### src/rtl/pkt_stage_pkg.sv
package pkt_stage_pkg;
  typedef enum logic [1:0] {
    ST_IDLE = 2'd0,
    ST_BUSY = 2'd1,
    ST_DONE = 2'd2
  } stage_state_t;
endpackage

### src/rtl/pkt_step_timer.sv
// Down-counter for the busy phase: loaded with the full cycle budget,
// it flags the last busy cycle when one count remains.
module pkt_step_timer #(
  parameter int CNT_W = 11
) (
  input  logic             clk,
  input  logic             rst,
  input  logic             load,
  input  logic [CNT_W-1:0] load_val,
  input  logic             dec,
  output logic             at_one
);
  logic [CNT_W-1:0] cnt_q;

  always_ff @(posedge clk) begin
    if (rst)       cnt_q <= '0;
    else if (load) cnt_q <= load_val;
    else if (dec)  cnt_q <= cnt_q - CNT_W'(1);
  end

  assign at_one = (cnt_q == CNT_W'(1));
endmodule

### src/rtl/pkt_stage_ctrl.sv
module pkt_stage_ctrl
  import pkt_stage_pkg::*;
(
  input  logic         clk,
  input  logic         rst,
  input  logic         in_valid,
  input  logic         zero_len,
  input  logic         at_one,
  input  logic         out_ready,
  output logic         load,
  output logic         dec,
  output logic         finish,
  output logic         handoff,
  output stage_state_t state_q
);
  stage_state_t state_d;

  always_comb begin
    load    = 1'b0;
    dec     = 1'b0;
    finish  = 1'b0;
    handoff = 1'b0;
    state_d = state_q;
    unique case (state_q)
      ST_IDLE: begin
        if (in_valid) begin
          if (zero_len) begin
            finish  = 1'b1;
            state_d = ST_DONE;
          end else begin
            load    = 1'b1;
            state_d = ST_BUSY;
          end
        end
      end
      ST_BUSY: begin
        if (at_one) begin
          finish  = 1'b1;
          state_d = ST_DONE;
        end else begin
          dec = 1'b1;
        end
      end
      ST_DONE: begin
        if (out_ready) begin
          handoff = 1'b1;
          state_d = ST_IDLE;
        end
      end
      default: state_d = ST_IDLE;
    endcase
  end

  always_ff @(posedge clk) begin
    if (rst) state_q <= ST_IDLE;
    else     state_q <= state_d;
  end
endmodule

### src/rtl/pkt_desc_rewrite.sv
// Output register: captures the generator length and the fixed tag
// on completion, holds them until hand-off.
module pkt_desc_rewrite #(
  parameter int SIZE_W  = 9,
  parameter int TAG_W   = 2,
  parameter int OUT_TAG = 2
) (
  input  logic              clk,
  input  logic              rst,
  input  logic              finish,
  input  logic              handoff,
  input  logic [SIZE_W-1:0] gen_size,
  output logic              out_valid,
  output logic [SIZE_W-1:0] out_size,
  output logic [TAG_W-1:0]  out_tag
);
  localparam logic [TAG_W-1:0] TAG_C = TAG_W'(OUT_TAG);

  always_ff @(posedge clk) begin
    if (rst) begin
      out_valid <= 1'b0;
      out_size  <= '0;
      out_tag   <= '0;
    end else if (finish) begin
      out_valid <= 1'b1;
      out_size  <= gen_size;
      out_tag   <= TAG_C;
    end else if (handoff) begin
      out_valid <= 1'b0;
    end
  end
endmodule

### src/rtl/pkt_proc_stage.sv
module pkt_proc_stage
  import pkt_stage_pkg::*;
#(
  parameter int SIZE_W    = 9,
  parameter int TAG_W     = 2,
  parameter int UNIT_STEP = 3,
  parameter int MAX_SIZE  = 500,
  parameter int OUT_TAG   = 2
) (
  input  logic              clk,
  input  logic              rst,
  input  logic              in_valid,
  output logic              in_ready,
  input  logic [SIZE_W-1:0] in_size,
  input  logic [TAG_W-1:0]  in_tag,
  input  logic [SIZE_W-1:0] gen_size,
  output logic              out_valid,
  input  logic              out_ready,
  output logic [SIZE_W-1:0] out_size,
  output logic [TAG_W-1:0]  out_tag
);
  localparam int CNT_W = $clog2(MAX_SIZE * UNIT_STEP + 1);
  localparam logic [CNT_W-1:0] STEP_C = CNT_W'(UNIT_STEP);

  logic             load_w, dec_w, finish_w, handoff_w, at_one_w;
  logic             idle_w;
  logic [CNT_W-1:0] budget_w;
  stage_state_t     state_w;
  logic [TAG_W-1:0] unused_tag;

  assign budget_w   = CNT_W'(in_size) * STEP_C;
  assign idle_w     = (state_w == ST_IDLE);
  assign unused_tag = in_tag;

  pkt_stage_ctrl u_ctrl (
    .clk      (clk),
    .rst      (rst),
    .in_valid (in_valid),
    .zero_len (budget_w == '0),
    .at_one   (at_one_w),
    .out_ready(out_ready),
    .load     (load_w),
    .dec      (dec_w),
    .finish   (finish_w),
    .handoff  (handoff_w),
    .state_q  (state_w)
  );

  pkt_step_timer #(.CNT_W(CNT_W)) u_timer (
    .clk     (clk),
    .rst     (rst),
    .load    (load_w),
    .load_val(budget_w),
    .dec     (dec_w),
    .at_one  (at_one_w)
  );

  pkt_desc_rewrite #(.SIZE_W(SIZE_W), .TAG_W(TAG_W), .OUT_TAG(OUT_TAG)) u_out (
    .clk      (clk),
    .rst      (rst),
    .finish   (finish_w),
    .handoff  (handoff_w),
    .gen_size (gen_size),
    .out_valid(out_valid),
    .out_size (out_size),
    .out_tag  (out_tag)
  );

  assign in_ready = handoff_w;
endmodule

### config.mk
export PLATFORM = sky130hd
export DESIGN_NAME = pkt_proc_stage
export DESIGN_NICKNAME = d
export VERILOG_FILES = /design/src/rtl/pkt_stage_pkg.sv /design/src/rtl/pkt_step_timer.sv /design/src/rtl/pkt_stage_ctrl.sv /design/src/rtl/pkt_desc_rewrite.sv /design/src/rtl/pkt_proc_stage.sv
export SDC_FILE = /design/constraint.sdc
export NUM_CORES = 1
export LEC_CHECK = 0
export ABC_AREA = 0
export BUFFER_PORTS_ARGS = -buffer_cell sky130_fd_sc_hd__buf_2
export CORE_ASPECT_RATIO = 0.9
export CORE_MARGIN = 5
export CORE_UTILIZATION = 50
export CTS_CLUSTER_DIAMETER = 60
export DETAILED_ROUTE_END_ITERATION = 7
export MAX_ROUTING_LAYER = met4
export PLACE_DENSITY = 0.86
export SETUP_SLACK_MARGIN = 0.2
export SLEW_MARGIN = 0
export SYNTH_ARGS = -nofsm -noshare
export SYNTH_HDL_FRONTEND = slang
export SYNTH_SLANG_ARGS = --single-unit
### constraint.sdc
create_clock -name clk -period 2.6 [get_ports clk]
set_input_delay 0.13 -clock clk [delete_from_list [all_inputs] [get_ports clk]]
set_output_delay 0.13 -clock clk [all_outputs]
set_load 0.05 [all_outputs]
==> flow_summary.json <==
{
  "synthTopCellsByArea": "dfxtp_1 26%, ha_1 8.7%, nand2b_1 8.7%, mux2i_1 6.4%, xnor2_1 3.8%",
  "cap_violations": 0,
  "clock_sinks": 24,
  "period_needed_ns": 2.33,
  "async_flop_share_pct": 0,
  "arrival_ns": 2.48,
  "port_buffers": 33,
  "reg2reg_to": "u_timer.cnt_q[8]$_SDFFE_PP0P_",
  "hp-start": "gen_size[1]",
  "cts_tree": "built",
  "drt-total-wl_um": 4190,
  "die_area_um2": 5050,
  "place.gp.congestion": 0.891,
  "ys_seq_area_share_pct": 25.8,
  "root_buffer": "clkbuf_8",
  "hold_viol": 0,
  "clockBufferDepth": 2,
  "rows": 21,
  "critical_path.max_fanout": 4,
  "p_leak_uw": 0.000988,
  "grt_usage_pct": 16.9,
  "synth_top_cell_by_area": "dfxtp_1",
  "die_y_um": 67.9,
  "r2r_cells": 6,
  "power_density_nw_per_um2": 511,
  "clock_latency_ns": 0.27,
  "fin_skew_ns": 0.00294,
  "ys_ff_latch": 24,
  "synthTopCellsByCount": "26 x nand2b_1, 24 x dfxtp_1, 13 x ha_1, 13 x nor2_1, 12 x mux2i_1",
  "drt-wirelength-per-cell_um": 14.1,
  "first_pass_iters": 4,
  "clk_pin_slew_worst_paths_ns": 0.09,
  "design_area_um2": 2230,
  "synth_most_common_cell": "nand2b_1",
  "synth-main-ff-cell": "dfxtp_1",
  "max-slew-margin-rel_pct": 62.9,
  "grt_overflow": 0,
  "fillers": 300,
  "core_area_um2": 3650,
  "netlist_instances": 210,
  "irDropWorstVdd_mv": 0.328,
  "cts_buffers": 3,
  "synth_top_area_share_pct": 25.8,
  "drtIter0Drc": 137,
  "drv_slew": 0,
  "htreeDepth": 1,
  "status": "complete, no violations",
  "fmax_ghz": 0.430,
  "post-route-util_pct": 61.2,
  "finalNetCount": 291,
  "min_path_type": "input pin to flop",
  "r2r-start": "u_timer.cnt_q[4]$_SDFFE_PP0P_",
  "route.detailed.drc": 0,
  "postRouteAntennaNets": 0,
  "dr_total_vias": 1684,
  "dp_hpwl_um": 3080,
  "min_delay_path_depth": 3,
  "grt_pass1_wl_um": 6600,
  "finalSetupViolations": 0,
  "cp-startpoint": "in_size[0]",
  "antenna_found_initial": 0,
  "syn-cell-area_um2": 1860,
  "reg2reg_slack_ns": 0.38,
  "synthesis.nets": 248,
  "chipWidth_um": 74.4,
  "layout-drive-gt1-share_pct": 25.4,
  "critical_path.endpoint_type": "flop",
  "grt_pass1_vias": 1462,
  "initial_core_util_pct": 51.0,
  "pin_count": 37,
  "ys_warn_count": 0,
  "endpoint": "u_timer.cnt_q[4]$_SDFFE_PP0P_",
  "via_per_inst": 5.65,
  "avgSynthCellArea_um2": 8.88,
  "area_delta_synth_final_pct": 19.8,
  "finalCritPeriodShare_pct": 89.5,
  "num_antenna_cells": 0,
  "start_kind": "input pin",
  "place_area_um2": 2120,
  "required_ns": 2.76,
  "rsz0062_at_grt": "no",
  "worstMarginPinSlew_ns": 0.556,
  "grt_max_degree": 38,
  "crit_type": "input pin to flop",
  "synth.distinct_cells": 58,
  "synth_edf_count": 0
}
==> power by group <==
part	internal, uW	switching, uW	leakage, uW
clock	206	120	0.0000357
sequential	396	32.4	0.000196
combinational	176	211	0.000756
total	778	363	0.000988
==> logic make-up after synthesis <==
kind of cell    count (synthesis)  share of synthesized area, %
simple gates                   84                          28.0
compound gates                 46                          20.3
flops                          24                          25.8
buf+inv                        19                          4.63
fa+ha+maj                      14                          9.80
mux                            13                          7.05
xor+xnor                        9                          4.23
other cells                     1                         0.201
==> through the flow <==
step	setup WS (ns)	hold slack, ns	std cells	TNS (ns)	power [uW]
2_1_floorplan	0.232	0.282	210	0	705
3_3_place_gp	-0.00538	0.387	291	-0.00538	795
3_5_place_dp	-0.109	0.399	291	-0.988	803
4_1_cts	0.218	0.106	296	0	1130
5_1_grt	0.205	0.110	298	0	1210
6_report	0.273	0.105	298	0	1140
==> per-layer routing <==
| metal | share of wire, % | GRT usage [%] | routed length, um | up-vias |
|---|---|---|---|---|
| met3 | 6.2 | 3.08 | 258 | 5 |
| met4 | 0.52 | 2.00 | 22 | 0 |
| met1 | 44 | 23.0 | 1860 | 780 |
| met2 | 49 | 27.2 | 2050 | 44 |
| li1 | - | - | - | 855 |
| met5 | 0 | - | 0 | - |
==> timing repair <==
item	in CTS	in global routing
hold buffers	0	0
gates resized for setup	0	2
pin swaps	1	3
setup endpoints to repair	9	9
setup buffers	1	2
==> cells in the final DEF (no fill, tap or decap), drive strengths merged, types with 2 or more instances in the layout <==
cell	count
a211o	3
a211oi	6
a21o	2
a21oi	11
a221oi	3
a311oi	2
a31oi	3
and2	4
and3b	2
buf	46
clkbuf	3
dfxtp	24
ha	13
inv	11
mux2i	12
nand2	4
nand2b	26
nand3	6
nand4	2
nor2	13
nor2b	2
nor3	4
nor3b	3
nor4	4
o21ai	4
o311ai	2
or3	2
or4	6
xnor2	8
==> sequential cells by signal, summed over array words and instances (netlist names) <==
name / count
u_timer.cnt_q: 11
u_out.out_size: 9
u_out.out_valid: 1
u_ctrl.state_q: 2
u_out.out_tag: 1
==> final cells by class <==
type | count | area, um2 | area share [%]
inverters | 11 | 41.3 | 1.85
clock inverters | 1 | 30.0 | 1.34
well taps | 46 | 57.6 | 2.58
clock buffers | 3 | 41.3 | 1.85
flip-flops and latches | 24 | 480 | 21.5
multi-input cells | 167 | 1310 | 58.5
repair buffers | 46 | 275 | 12.3
==> worst max-delay path, stage by stage <==
cell      delay, ns
buf_2          0.11
ha_1           0.22
fa_2           0.35
a211o_1        0.32
a2111o_1       0.39
o311ai_2       0.10
buf_4          0.18
a21oi_2        0.06
a31oi_4        0.27
mux2_1         0.35
==> worst min path at each step <==
stage                                endpoint  slack, ns
6_report       u_out.out_size[1]$_SDFFE_PP0P_       0.11
3_5_place_dp   u_out.out_size[7]$_SDFFE_PP0P_       0.40
4_1_cts        u_out.out_size[7]$_SDFFE_PP0P_       0.11
2_1_floorplan  u_out.out_size[0]$_SDFFE_PP0P_       0.28
3_3_place_gp   u_out.out_size[1]$_SDFFE_PP0P_       0.39
5_1_grt        u_out.out_size[2]$_SDFFE_PP0P_       0.11
Note: power is estimated with default switching activity, not from simulation.
